==> config.mk <==
export PLATFORM = sky130hd
export DESIGN_NAME = dac_frame_drv
export DESIGN_NICKNAME = d
export VERILOG_FILES = /design/src/rtl/dac_frame_pkg.sv /design/src/rtl/dac_frame_bclk.sv /design/src/rtl/dac_frame_seq.sv /design/src/rtl/dac_frame_src.sv /design/src/rtl/dac_frame_bitout.sv /design/src/rtl/dac_frame_drv.sv
export SDC_FILE = /design/constraint.sdc
export NUM_CORES = 1
export LEC_CHECK = 0
export BUFFER_PORTS_ARGS = -buffer_cell sky130_fd_sc_hd__buf_2
export CORE_MARGIN = 5
export CORE_UTILIZATION = 35
export DETAILED_ROUTE_END_ITERATION = 10
export GPL_TIMING_DRIVEN = 0
export PLACE_DENSITY = 0.61
export SLEW_MARGIN = 15
export SYNTH_ARGS = -nofsm -noshare
export SYNTH_HDL_FRONTEND = slang
export SYNTH_SLANG_ARGS = --single-unit
==> constraint.sdc <==
create_clock -name clk -period 3.18 [get_ports clk]
set_clock_uncertainty 0.2 [all_clocks]
set_input_delay 0.159 -clock clk [delete_from_list [all_inputs] [get_ports clk]]
set_output_delay 0.159 -clock clk [all_outputs]
set_load 0.05 [all_outputs]
==> src/rtl/dac_frame_pkg.sv <==
package dac_frame_pkg;

  localparam int unsigned SAMPLE_BITS_DEF = 20;
  localparam int unsigned SLOT_BITS_DEF   = 24;
  localparam int unsigned LE_LOW_DEF      = 2;

  // One-cycle strobes marking the system clock edge where the bit clock moves.
  typedef struct packed {
    logic rise;
    logic fall;
  } bclk_evt_t;

  // Smallest half-period that keeps the bit rate at or below max_hz.
  function automatic int unsigned min_half_for(longint unsigned clk_hz,
                                               longint unsigned max_hz);
    longint unsigned q;
    q = (clk_hz + 2 * max_hz - 1) / (2 * max_hz);
    return (q < 1) ? 1 : int'(q);
  endfunction

  // Slot position that follows p in a slot of len positions.
  function automatic int unsigned wrap_next(int unsigned p, int unsigned len);
    return (p >= len - 1) ? 0 : p + 1;
  endfunction

endpackage

==> src/rtl/dac_frame_bclk.sv <==
module dac_frame_bclk
  import dac_frame_pkg::*;
#(
  parameter int unsigned DIV_W    = 8,
  parameter int unsigned MIN_HALF = 2
) (
  input  logic             clk,
  input  logic             rst,
  input  logic [DIV_W-1:0] half_sel,
  output logic             bclk,
  output bclk_evt_t        evt
);

  localparam int unsigned FLOOR_W = $clog2(MIN_HALF + 1);
  localparam int unsigned CNT_W   = (DIV_W > FLOOR_W) ? DIV_W : FLOOR_W;

  logic [CNT_W-1:0] cnt_q;
  logic [CNT_W-1:0] half_eff;
  logic             bclk_q;
  logic             tick;

  // Clamp the requested half-period so the bit rate stays legal.
  function automatic logic [CNT_W-1:0] eff_half(logic [DIV_W-1:0] sel);
    if (CNT_W'(sel) < CNT_W'(MIN_HALF)) return CNT_W'(MIN_HALF);
    return CNT_W'(sel);
  endfunction

  assign half_eff = eff_half(half_sel);
  assign tick     = (cnt_q >= half_eff - CNT_W'(1));
  assign evt.rise = tick & ~bclk_q;
  assign evt.fall = tick & bclk_q;
  assign bclk     = bclk_q;

  always_ff @(posedge clk) begin
    if (rst) begin
      cnt_q  <= '0;
      bclk_q <= 1'b0;
    end else if (tick) begin
      cnt_q  <= '0;
      bclk_q <= ~bclk_q;
    end else begin
      cnt_q  <= cnt_q + CNT_W'(1);
    end
  end

endmodule

==> src/rtl/dac_frame_seq.sv <==
module dac_frame_seq
  import dac_frame_pkg::*;
#(
  parameter int unsigned SLOT_BITS   = 24,
  parameter int unsigned LE_LOW_BITS = 2,
  localparam int unsigned POS_W      = $clog2(SLOT_BITS)
) (
  input  logic             clk,
  input  logic             rst,
  input  logic             fall,
  output logic [POS_W-1:0] pos,
  output logic             frame_start,
  output logic             le
);

  logic [POS_W-1:0] pos_q;
  logic [POS_W-1:0] pos_nx;
  logic             le_q;

  // Latch enable is low only at the first LE_LOW_BITS positions of a slot.
  function automatic logic le_level(logic [POS_W-1:0] p);
    return (int'(p) >= int'(LE_LOW_BITS));
  endfunction

  assign pos_nx      = POS_W'(wrap_next(int'(pos_q), SLOT_BITS));
  assign frame_start = fall && (int'(pos_q) == int'(SLOT_BITS) - 1);
  assign pos         = pos_q;
  assign le          = le_q;

  // Reset parks inside an idle slot with latch enable high, so the first
  // boundary arrives only after the high phase has run its full length.
  always_ff @(posedge clk) begin
    if (rst) begin
      pos_q <= POS_W'(LE_LOW_BITS);
      le_q  <= 1'b1;
    end else if (fall) begin
      pos_q <= pos_nx;
      le_q  <= le_level(pos_nx);
    end
  end

endmodule

==> src/rtl/dac_frame_src.sv <==
module dac_frame_src #(
  parameter int unsigned SAMPLE_BITS = 20
) (
  input  logic                   clk,
  input  logic                   rst,
  input  logic                   frame_start,
  input  logic                   s_valid,
  input  logic [SAMPLE_BITS-1:0] s_data,
  output logic                   s_ready,
  output logic [SAMPLE_BITS-1:0] word,
  output logic                   underrun
);

  logic [SAMPLE_BITS-1:0] word_q;
  logic                   under_q;
  logic                   take;

  assign s_ready  = frame_start;
  assign take     = frame_start & s_valid;
  assign word     = word_q;
  assign underrun = under_q;

  always_ff @(posedge clk) begin
    if (rst) begin
      word_q  <= '0;
      under_q <= 1'b0;
    end else if (frame_start) begin
      under_q <= ~s_valid;
      if (take) word_q <= s_data;
    end
  end

endmodule

==> src/rtl/dac_frame_bitout.sv <==
module dac_frame_bitout
  import dac_frame_pkg::*;
#(
  parameter int unsigned SAMPLE_BITS = 20,
  parameter int unsigned SLOT_BITS   = 24,
  localparam int unsigned POS_W      = $clog2(SLOT_BITS),
  localparam int unsigned PAD_BITS   = SLOT_BITS - SAMPLE_BITS
) (
  input  logic                   clk,
  input  logic                   rst,
  input  logic                   fall,
  input  logic [POS_W-1:0]       pos,
  input  logic [SAMPLE_BITS-1:0] word,
  output logic                   sdata
);

  logic [POS_W-1:0] pos_nx;
  logic             sd_q;

  // Padding first, then the sample MSB first, so the LSB closes the slot.
  function automatic logic slot_bit(logic [SAMPLE_BITS-1:0] w, logic [POS_W-1:0] p);
    logic [SAMPLE_BITS-1:0] sh;
    if (int'(p) < int'(PAD_BITS)) return 1'b0;
    sh = w >> (int'(SLOT_BITS) - 1 - int'(p));
    return sh[0];
  endfunction

  assign pos_nx = POS_W'(wrap_next(int'(pos), SLOT_BITS));
  assign sdata  = sd_q;

  // At a slot boundary the next position is a pad bit, so the word
  // register loading at the same edge never reaches the line early.
  always_ff @(posedge clk) begin
    if (rst)       sd_q <= 1'b0;
    else if (fall) sd_q <= slot_bit(word, pos_nx);
  end

endmodule

==> src/rtl/dac_frame_drv.sv <==
module dac_frame_drv
  import dac_frame_pkg::*;
#(
  parameter int unsigned     SAMPLE_BITS = SAMPLE_BITS_DEF,
  parameter int unsigned     SLOT_BITS   = SLOT_BITS_DEF,
  parameter int unsigned     LE_LOW_BITS = LE_LOW_DEF,
  parameter int unsigned     DIV_W       = 8,
  parameter longint unsigned CLK_HZ      = 100_000_000,
  parameter longint unsigned BCLK_MAX_HZ = 25_000_000
) (
  input  logic                   clk,
  input  logic                   rst,
  input  logic [DIV_W-1:0]       half_sel_i,
  input  logic                   s_valid_i,
  input  logic [SAMPLE_BITS-1:0] s_data_i,
  output logic                   s_ready_o,
  output logic                   bclk_o,
  output logic                   sdata_o,
  output logic                   le_o,
  output logic                   underrun_o
);

  localparam int unsigned MIN_HALF = min_half_for(CLK_HZ, BCLK_MAX_HZ);
  localparam int unsigned POS_W    = $clog2(SLOT_BITS);

  // Internal events, named so the bound checker can see them.
  bclk_evt_t              bclk_evt;
  logic                   bclk_fall;
  logic                   bclk_rise;
  logic [POS_W-1:0]       slot_pos;
  logic                   slot_start;
  logic [SAMPLE_BITS-1:0] held_word;

  assign bclk_fall = bclk_evt.fall;
  assign bclk_rise = bclk_evt.rise;

  dac_frame_bclk #(.DIV_W(DIV_W), .MIN_HALF(MIN_HALF)) u_bclk (
    .clk      (clk),
    .rst      (rst),
    .half_sel (half_sel_i),
    .bclk     (bclk_o),
    .evt      (bclk_evt)
  );

  dac_frame_seq #(.SLOT_BITS(SLOT_BITS), .LE_LOW_BITS(LE_LOW_BITS)) u_seq (
    .clk         (clk),
    .rst         (rst),
    .fall        (bclk_fall),
    .pos         (slot_pos),
    .frame_start (slot_start),
    .le          (le_o)
  );

  dac_frame_src #(.SAMPLE_BITS(SAMPLE_BITS)) u_src (
    .clk         (clk),
    .rst         (rst),
    .frame_start (slot_start),
    .s_valid     (s_valid_i),
    .s_data      (s_data_i),
    .s_ready     (s_ready_o),
    .word        (held_word),
    .underrun    (underrun_o)
  );

  dac_frame_bitout #(.SAMPLE_BITS(SAMPLE_BITS), .SLOT_BITS(SLOT_BITS)) u_bit (
    .clk   (clk),
    .rst   (rst),
    .fall  (bclk_fall),
    .pos   (slot_pos),
    .word  (held_word),
    .sdata (sdata_o)
  );

endmodule

==> reports/metrics.cfg <==
[floorplan]
die_y_microns=91.1
dieArea_sq_um=8300
coreArea_sq_um=6390
fp.dieW_microns=91.1
rows=29
start_util=0.360
io_pins=36

[detailed_routing]
wl_met1_microns=3170
vias=2316
vias_per_cell=5.48
wl_microns=6430
antenna_left=0
remaining_drc_errors=0
dr.max_layer_used=met4
drt_first_iter_violations=117
wl_met3_microns=239
route.met2.wl_microns=2890
wl_per_cell_microns=15.2
drt_first_pass_iters=4

[final_layout]
diodes=0
layout_common_cells=buf_2 (38), dfxtp_1 (37), a21oi_1 (28)
final_layout_size_suffix_gt1_frac=0.217
nets=390
final_util=0.470
final_common_cell=buf_2
area_growth_pct=30.3

[sta]
period_share=0.956
drv_slew=0
setup_viol=0
worstMarginPinSlew_ns=0.517
fmax_mhz=329
hold_viol=0
slew_headroom=0.655
layout_min_cycle_time_ns=3.04
whs_ns=0.0489

[logic_synthesis]
syn_area_sq_um=2300
synth_edf_count=0
ys_types=48
seq_area_frac_synth=0.322
avgSynthCellArea_sq_um=8.25
yosysWarnings=0
synthFlopType=dfxtp_1
netlist_instances=279
synth_seq_cells=37
synth_async_sr_flop_share=0
synth_nets=324

[power]
pwr-share-clk=0.385
intPower_mw=0.722
p_per_area_nw_per_um2=326
seq_power_share=0.484
total_power_mw=0.977
p_comb_frac=0.131
p_leak_nw=1.14
switching_share=0.261
ir_worst_vdd_uv=163
power_switching_mw=0.255

[worst_setup_path]
cp_max_fo=10
crit_path_top_delay_cell=or4b_1
crit_type=reg -> reg
max_stage_delay_ns=0.55
crit_required_ns=3.19
start_kind=flip-flop
crit_top_cell=o2111ai_1
path_delay_family=simple AND/OR/NAND/NOR gates
cp_cell_sequence=buf_2 > nand3_1 > xor2_1 > or2_2 > inv_1 > ha_1 > buf_1 > or4b_1 > o2111ai_1 > o221a_1 > o2111ai_1 > o31ai_2
crit_arrival_ns=3.05
critPathBufInv=3
end_kind=flip-flop

[run]
maxCapViolCount=0

[grt]
grt_max_degree=12
first_global_vias=2171
antenna_found_initial=0
grt_pass1_wl_microns=10700
grt_overflow=0
track_usage=0.155

[cts]
cts_tree=built
root_buffer=clkbuf_8
cts_max_level=2
clock_path_buffers=2
clk-insertion-delay-late_ns=0.29
cts_inserted_buffers=5
clock_sinks=37
cts.clk_slew.worst_paths_ns=0.08

[status]
outcome=finished clean

[place]
io_buffers=35
routabilityCongestion=0.870
place_hpwl_microns=4590

[worst_hold_path]
hold_path.class=in -> reg

## power by group through the flow
stage / registers, mW / clock network [mW] / logic, mW
final: 0.473 / 0.376 / 0.128
after global routing: 0.474 / 0.404 / 0.144
after CTS: 0.473 / 0.387 / 0.121
after detailed placement: 0.484 / 0 / 0.0957
after global placement: 0.484 / 0 / 0.0949
after floorplan: 0.483 / 0 / 0.0541
## worst min-delay path, cell delays in order
cell     delay [ns]
buf_2          0.13
nor2b_1        0.05
o21ai_0        0.08
o31ai_2        0.07
## synth_stat cells (all sizes together) (2+ instances only)
cell type	count	area (sq um)
or2	3	18.8
nand4	20	125
a211o	2	17.5
o31ai	21	163
o2111ai	2	17.5
nor2	19	71.3
xnor2	5	43.8
or3	2	12.5
o21a	4	30.0
xor2	7	61.3
nor2b	3	18.8
a21o	4	30.0
buf	7	32.5
nand3	11	55.1
ha	14	175
nand2	11	41.3
nor3	8	51.3
o21ai	10	50.1
o41ai	2	17.5
dfxtp	37	741
inv	6	22.5
a21oi	28	140
a211oi	5	42.5
clkbuf	15	56.3
and3	4	25.0
mux2i	6	60.1
nand2b	8	50.1
## logic make-up after synthesis
group                      share of synthesized area
and+or+nand+nor                                0.218
AOI/OAI and AO/OA                              0.264
DFF                                            0.322
buffers and inverters                         0.0484
adders and majority gates                     0.0761
xor gates and xnor gates                      0.0457
muxes                                         0.0261
## worst paths after layout
check        depth (start not counted)          from           to  slack (ns)
max                                 12  u_seq.pos[0]  u_bit.sdata        0.14
min                                  4           rst  u_bit.sdata        0.05
max reg2reg                         12  u_seq.pos[0]  u_bit.sdata        0.14
min reg2reg                          1      u_seq.le     u_seq.le        0.26
## per-stage QoR
stage | instances | setup slack, ns | setup TNS (ns) | instance area [sq um]
after global placement | 391 | -0.572 | -14.79 | 2580
after CTS | 420 | 0.00340 | 0 | 2930
after global routing | 423 | -0.0161 | -0.0331 | 3000
after floorplan | 279 | 0.0479 | 0 | 2310
after detailed placement | 391 | -0.661 | -18.28 | 2580
final | 423 | 0.140 | 0 | 3000
## flip-flops by register name, indices dropped and copies added (netlist names)
| register | flops |
|---|---|
| u_bit.sdata | 1 |
| u_seq.le | 1 |
| u_bclk.bclk | 1 |
| u_src.underrun | 1 |
| u_src.word | 20 |
| u_seq.pos | 5 |
| u_bclk.cnt_q | 8 |
## routing by layer
metal  track usage  up-vias
li1              -     1186
met1         0.213     1060
met2         0.247       59
met3        0.0231       11
met4        0.0550        0
met5             0        -
## final cells by class
class	count	area (sq um)
Buffer	20	96.3
Clock buffer	7	96.3
Clock inverter	1	5.00
Fill cell	672	3390
Inverter	6	22.5
Multi-Input combinational cell	214	1520
Sequential cell	37	741
Tap cell	77	96.3
Timing Repair Buffer	61	427
## repair_timing
| action | in CTS | in global routing |
|---|---|---|
| hold buffers | 20 | 0 |
| pin swaps | 1 | 6 |
| buffers inserted | 3 | 3 |
| endpoints found under the hold margin | 20 | 0 |
| endpoints found under the setup margin | 34 | 38 |
| gates resized for setup | 10 | 20 |
(Power assumes the default switching activity.)
